`src/rtl/cdp_pkg.sv`:
```
package cdp_pkg;
  typedef enum logic [1:0] {TGT_NONE, TGT_R16, TGT_R32, TGT_BUF} tgt_kind_e;

  typedef struct packed {
    tgt_kind_e  kind;
    logic [3:0] idx;
  } tgt_t;

  localparam logic [11:0] GRP_R16 = 12'h001;
  localparam logic [11:0] GRP_R32 = 12'h002;
  localparam logic [15:0] CODE_BUF = 16'h0040;

  // Command word -> target; unknown codes map to TGT_NONE.
  function automatic tgt_t decode_cmd(logic [15:0] code, int n16, int n32);
    tgt_t t;
    t.kind = TGT_NONE;
    t.idx  = code[3:0];
    if (code == CODE_BUF) t.kind = TGT_BUF;
    else if (code[15:4] == GRP_R16 && int'(code[3:0]) < n16) t.kind = TGT_R16;
    else if (code[15:4] == GRP_R32 && int'(code[3:0]) < n32) t.kind = TGT_R32;
    return t;
  endfunction

  // Data phases allowed per target (0 = unbounded stream).
  function automatic logic [1:0] phase_limit(tgt_kind_e k);
    case (k)
      TGT_R16: return 2'd1;
      TGT_R32: return 2'd2;
      default: return 2'd0;
    endcase
  endfunction

  function automatic logic [15:0] ptr_next(logic [15:0] p, int depth);
    return (int'(p) + 1 >= depth) ? 16'd0 : p + 16'd1;
  endfunction
endpackage

```
`src/rtl/cdp_strobe_sync.sv`:
```
module cdp_strobe_sync #(
  parameter int W = 4
) (
  input  logic         clk,
  input  logic         rst_n,
  input  logic [W-1:0] async_in,
  output logic [W-1:0] sync_out,
  output logic [W-1:0] prev_out
);
  for (genvar b = 0; b < W; b++) begin : g_bit
    logic s1, s2, s3;
    always_ff @(posedge clk or negedge rst_n) begin
      if (!rst_n) begin
        s1 <= 1'b1; s2 <= 1'b1; s3 <= 1'b1;
      end else begin
        s1 <= async_in[b]; s2 <= s1; s3 <= s2;
      end
    end
    assign sync_out[b] = s2;
    assign prev_out[b] = s3;
  end
endmodule

```
`src/rtl/cdp_phase_ctrl.sv`:
```
module cdp_phase_ctrl
  import cdp_pkg::*;
#(
  parameter int NUM_R16 = 4,
  parameter int NUM_R32 = 2
) (
  input  logic        clk,
  input  logic        rst_n,
  input  logic        cmd_ev,
  input  logic        data_done,
  input  logic [15:0] cmd_code,
  output tgt_t        tgt,
  output logic [1:0]  phase,
  output logic        phase_ok
);
  logic [1:0] limit;
  assign limit    = phase_limit(tgt.kind);
  assign phase_ok = (tgt.kind == TGT_BUF) ||
                    (tgt.kind != TGT_NONE && phase < limit);

  always_ff @(posedge clk or negedge rst_n) begin
    if (!rst_n) begin
      tgt   <= '{kind: TGT_NONE, idx: 4'd0};
      phase <= 2'd0;
    end else if (cmd_ev) begin
      tgt   <= decode_cmd(cmd_code, NUM_R16, NUM_R32);
      phase <= 2'd0;
    end else if (data_done && phase_ok && tgt.kind != TGT_BUF) begin
      phase <= phase + 2'd1;
    end
  end

  assert_cmd_restarts_R10: assert property (@(posedge clk) disable iff (!rst_n)
    cmd_ev |=> phase == 2'd0);
  assert_phase_bound_R6: assert property (@(posedge clk) disable iff (!rst_n)
    phase != 2'd3);
endmodule

```
`src/rtl/cdp_reg_store.sv`:
```
module cdp_reg_store
  import cdp_pkg::*;
#(
  parameter int NUM_R16   = 4,
  parameter int NUM_R32   = 2,
  parameter int BUF_WORDS = 16
) (
  input  logic        clk,
  input  logic        rst_n,
  input  tgt_t        tgt,
  input  logic [1:0]  phase,
  input  logic        phase_ok,
  input  logic        buf_cmd,
  input  logic        wr_ev,
  input  logic        rd_start,
  input  logic        rd_end,
  input  logic [15:0] din,
  output logic [15:0] dout
);
  localparam int I16_W = NUM_R16 > 1 ? $clog2(NUM_R16) : 1;
  localparam int I32_W = NUM_R32 > 1 ? $clog2(NUM_R32) : 1;
  localparam int PTR_W = BUF_WORDS > 1 ? $clog2(BUF_WORDS) : 1;

  logic [15:0] r16_q [NUM_R16];
  logic [NUM_R32-1:0][31:0] r32_q;
  logic [15:0] buf_q [BUF_WORDS];
  logic [15:0] shadow_q;
  logic [31:0] snap_q;
  logic [15:0] ptr_q;

  logic [I16_W-1:0] i16;
  logic [I32_W-1:0] i32;
  logic [PTR_W-1:0] pw;
  assign i16 = tgt.idx[I16_W-1:0];
  assign i32 = tgt.idx[I32_W-1:0];
  assign pw  = ptr_q[PTR_W-1:0];

  // Named internal events
  logic is16, is32, isbuf;
  logic r16_wr, lower_wr, upper_wr, buf_wr, buf_step, stray_rd;
  assign is16     = phase_ok && tgt.kind == TGT_R16;
  assign is32     = phase_ok && tgt.kind == TGT_R32;
  assign isbuf    = phase_ok && tgt.kind == TGT_BUF;
  assign r16_wr   = wr_ev && is16;
  assign lower_wr = wr_ev && is32 && phase == 2'd0;
  assign upper_wr = wr_ev && is32 && phase == 2'd1;
  assign buf_wr   = wr_ev && isbuf;
  assign buf_step = (wr_ev || rd_end) && isbuf;
  assign stray_rd = rd_start && !phase_ok;

  always_ff @(posedge clk or negedge rst_n) begin
    if (!rst_n) begin
      for (int k = 0; k < NUM_R16; k++) r16_q[k] <= '0;
      for (int k = 0; k < BUF_WORDS; k++) buf_q[k] <= '0;
      r32_q    <= '0;
      shadow_q <= '0;
      snap_q   <= '0;
      ptr_q    <= '0;
      dout     <= '0;
    end else begin
      if (r16_wr)   r16_q[i16] <= din;
      if (lower_wr) shadow_q <= din;
      if (upper_wr) r32_q[i32] <= {din, shadow_q};
      if (buf_wr)   buf_q[pw] <= din;
      if (buf_cmd)       ptr_q <= '0;
      else if (buf_step) ptr_q <= ptr_next(ptr_q, BUF_WORDS);
      if (rd_start) begin
        if (is16) dout <= r16_q[i16];
        else if (is32 && phase == 2'd0) begin
          snap_q <= r32_q[i32];
          dout   <= r32_q[i32][15:0];
        end
        else if (is32) dout <= snap_q[31:16];
        else if (isbuf) dout <= buf_q[pw];
        else dout <= '0;
      end
    end
  end

  assert_commit_on_upper_R3: assert property (@(posedge clk) disable iff (!rst_n)
    !$stable(r32_q) |-> $past(upper_wr));
  assert_ptr_moves_R5: assert property (@(posedge clk) disable iff (!rst_n)
    !$stable(ptr_q) |-> $past(buf_cmd || buf_step));
  assert_stray_read_zero_R7: assert property (@(posedge clk) disable iff (!rst_n)
    stray_rd |=> dout == 16'd0);
endmodule

```
`src/rtl/cdp_port.sv`:
```
module cdp_port
  import cdp_pkg::*;
#(
  parameter int NUM_R16   = 4,
  parameter int NUM_R32   = 2,
  parameter int BUF_WORDS = 16
) (
  input  logic        clk,
  input  logic        rst_n,
  input  logic        bus_cs_n,
  input  logic        bus_sel,
  input  logic        bus_rd_n,
  input  logic        bus_wr_n,
  input  logic [15:0] bus_din,
  output logic [15:0] bus_dout
);
  logic [3:0] s, p;
  cdp_strobe_sync #(.W(4)) sync_i (
    .clk(clk), .rst_n(rst_n),
    .async_in({bus_cs_n, bus_sel, bus_rd_n, bus_wr_n}),
    .sync_out(s), .prev_out(p)
  );

  logic chip_on, sel_s, wr_rise, rd_fall, rd_rise;
  assign chip_on = !s[3];
  assign sel_s   = s[2];
  assign wr_rise = s[0] && !p[0];
  assign rd_fall = !s[1] && p[1];
  assign rd_rise = s[1] && !p[1];

  logic cmd_ev, wr_ev, rd_start, rd_end, buf_cmd;
  assign cmd_ev   = chip_on && sel_s && wr_rise;
  assign wr_ev    = chip_on && !sel_s && wr_rise;
  assign rd_start = chip_on && !sel_s && rd_fall;
  assign rd_end   = chip_on && !sel_s && rd_rise;
  assign buf_cmd  = cmd_ev && bus_din == CODE_BUF;

  tgt_t       tgt;
  logic [1:0] phase;
  logic       phase_ok;

  cdp_phase_ctrl #(.NUM_R16(NUM_R16), .NUM_R32(NUM_R32)) phase_i (
    .clk(clk), .rst_n(rst_n), .cmd_ev(cmd_ev),
    .data_done(wr_ev || rd_end), .cmd_code(bus_din),
    .tgt(tgt), .phase(phase), .phase_ok(phase_ok)
  );

  cdp_reg_store #(.NUM_R16(NUM_R16), .NUM_R32(NUM_R32), .BUF_WORDS(BUF_WORDS)) store_i (
    .clk(clk), .rst_n(rst_n), .tgt(tgt), .phase(phase), .phase_ok(phase_ok),
    .buf_cmd(buf_cmd), .wr_ev(wr_ev), .rd_start(rd_start), .rd_end(rd_end),
    .din(bus_din), .dout(bus_dout)
  );

  assert_single_event_R1: assert property (@(posedge clk) disable iff (!rst_n)
    $onehot0({cmd_ev, wr_ev, rd_start, rd_end}));
  assert_no_effect_deselected_R8: assert property (@(posedge clk) disable iff (!rst_n)
    !chip_on |=> $stable(phase) && $stable(bus_dout));
endmodule

```
`config.mk`:
```
export PLATFORM = sky130hd
export DESIGN_NAME = cdp_port
export DESIGN_NICKNAME = d
export VERILOG_FILES = /design/src/rtl/cdp_pkg.sv /design/src/rtl/cdp_strobe_sync.sv /design/src/rtl/cdp_phase_ctrl.sv /design/src/rtl/cdp_reg_store.sv /design/src/rtl/cdp_port.sv
export SDC_FILE = /design/constraint.sdc
export NUM_CORES = 1
export LEC_CHECK = 0
export ABC_AREA = 1
export BUFFER_PORTS_ARGS = -buffer_cell sky130_fd_sc_hd__buf_2
export CORE_ASPECT_RATIO = 0.7
export CORE_MARGIN = 1
export CORE_UTILIZATION = 38
export CTS_BUF_LIST = sky130_fd_sc_hd__clkbuf_4
export CTS_CLUSTER_SIZE = 20
export DETAILED_ROUTE_END_ITERATION = 7
export PLACE_DENSITY_LB_ADDON = 0.15
export SETUP_SLACK_MARGIN = 0.5
export SLEW_MARGIN = 5
export SYNTH_ARGS = -nofsm -noshare
export SYNTH_HDL_FRONTEND = slang
export SYNTH_HIERARCHICAL = 1
export SYNTH_SLANG_ARGS = --single-unit
```
`constraint.sdc`:
```
create_clock -name clk -period 2.8 [get_ports clk]
set_input_delay 0.14 -clock clk [delete_from_list [all_inputs] [get_ports clk]]
set_output_delay 0.14 -clock clk [all_outputs]
set_load 0.005 [all_outputs]
```
==> summary.txt <==
gr busiest metal -> met1
RSZ-0062 raised after global routing -> yes
Final HPWL DP -> 41400 um
remaining global-route overflow -> 0
Multi-input gate area -> 8570 um^2
critical path cell sequence -> inv_1, nand2_1, ha_1, o21a_1, o21ai_4, nand3_2, nor2_4, buf_4, nand3_1, buf_6, nand2_1, o21ai_0
crit path max-delay cell type -> dfrtp_1
I/O Buffers -> 37
origin of the critical flop-to-flop path -> phase_i/tgt[4]
most frequent CP cell -> nand2_1
drt pass-1 iters -> 5
die boundary height -> 203 um
GR met2 Demand/Resource -> 0.320
TNS Setup -> 0 ps
DRT Wirelength -> 68700 um
largest net degree at the start of global routing -> 78
worst slack, placed -> 188 ps
nets@finish -> 2986
area of the core -> 56800 um^2
Mapped Area -> 21900 um^2
clk_lat worst skew -> 890 ps
maximum fanout along the worst path -> 32
critical path required time -> 3490 ps
kind of critical path -> reg -> reg
status -> finished, final reports clean
Routed Antenna Nets -> 0
DRC -> 0
Worst Max-Slew Pin Slew -> 1100 ps
HP Start -> bus_din[0]
f_max -> 425 MHz
initial antenna violation count -> 4
Boundary Pins -> 38
root buf cell -> clkbuf_4
Setup-failing EPs final -> 0
Post-Syn Area per Cell -> 7.63 um^2
clock transition at the registers of the reported paths -> 70 ps
routability-driven placement congestion ratio -> 0.877
PwrDens -> 579 nW/um^2
share of cells above drive strength 1 -> 0.135
HP Class -> in -> reg
CTS tree -> done
Routed WL per cell -> 18.1 um
global-route wire length before repair -> 106000 um
most common cell after layout, fill and taps aside -> nand2_1
Post-Synthesis Cells -> 2867
Syn Nets -> 2894
final worst-path setup slack -> 448 ps
crit path DAT -> 3040 ps
Critical Path Start -> phase_i/tgt[4]
Period minus WS final -> 2350 ps
clk buf depth -> 3
register area -> 11600 um^2
DIE AREA -> 58600 um^2
max-cap violations -> 0
crit path capture type -> register
CP peak stage delay -> 390 ps
Syn. warnings -> 6
final number of max-transition violations -> 0
initial drt markers -> 1845
vias in the first global route -> 18200
Hold WS -> 95.7 ps
Reg2Reg Setup Slack -> 450 ps
H-tree lvl count -> 3
Num CTS Buffers -> 116
CTS sink count -> 464
met1 Use GR -> 0.365
M3 GR Usage -> 0.0664
drt via density -> 5.02
Die Width -> 289 um
startpoint types -> register
gr usage total -> 0.237
final worst path period share -> 0.840
Hold Violations, Final -> 0
DR vias -> 19100
synthesis-to-layout area growth -> 16.3%
row count -> 73
Starting Density -> 0.385
Leak -> 14.2 nW
total power -> 14.7 mW
Filler cells -> 5737
most frequent cells in the layout -> nand2_1 (1115), dfrtp_1 (452), o21ai_0 (402), inv_1 (288), clkbuf_4 (172)
max_slew headroom -> 0.263
Setup Skew -> 37.5 ps
VDD IR max -> 334 uV
final timing paths:
kind | endpoint | depth (start not counted)
worst min register to register | sync_i/g_bit[0].s2 | 0
worst min-delay path | phase_i/tgt[0] | 4
max in group asynchronous | store_i/buf_q[249] | 4
worst max-delay path | store_i/buf_q[233] | 12
min in group asynchronous | store_i/buf_q[173] | 3
worst max register to register | store_i/buf_q[233] | 12
flip-flops by register name, indices dropped and copies added (netlist names):
name / cells
store_i/snap_q: 16
store_i/dout: 16
store_i/shadow_q: 16
sync_i/g_bit.s2: 4
phase_i/phase: 2
store_i/r32_q: 64
sync_i/g_bit.s3: 2
store_i/r16_q: 64
store_i/buf_q: 256
sync_i/g_bit.s1: 4
store_i/ptr_q: 16
phase_i/tgt: 4
stage by stage:
step | std cells | cell area [um^2] | util
2_1_floorplan | 2867 | 21900 | -
3_3_place_gp | 3545 | 23000 | 0.405
3_5_place_dp | 3545 | 23000 | 0.405
4_1_cts | 3777 | 24800 | 0.436
5_1_grt | 3795 | 25400 | 0.448
6_report | 3798 | 25400 | 0.448
cell type report:
type	count	share of cell area
clock inverter	29	0.00457
inverter	300	0.0446
timing repair buffer	164	0.0685
clock buffer	172	0.0508
multi-input combinational	1913	0.337
sequential	464	0.457
tap	750	0.0369
antenna	6	0.000590
worst max-delay path: cells and delay by family (launching register included):
| kind | cells | cell delay [ps] |
|---|---|---|
| buf+inv | 3 | 470 |
| fa+ha+maj | 1 | 290 |
| simple gates | 5 | 550 |
| flops | 1 | 390 |
| compound gates | 3 | 450 |
repair_timing:
action / CTS / global route
cloned: 0 / 7
pin swaps: 0 / 12
hold buffers: 31 / 0
setup buffers: 0 / 8
endpoints found under the hold margin: 691 / 0
endpoints found under the setup margin: 104 / 371
resized for setup: 13 / 145
metal layers:
metal,wire length (um),up-vias
met1,34200,9169
met3,5930,90
met2,27400,605
met5,0,-
li1,-,9213
met4,1240,0
where the power goes:
group	internal, mW	total, mW	switching, mW
Combinational	0.560	1.70	1.14
Clock	2.78	5.60	2.82
Sequential	7.14	7.44	0.295
Note: power is estimated with default switching activity, not from simulation.
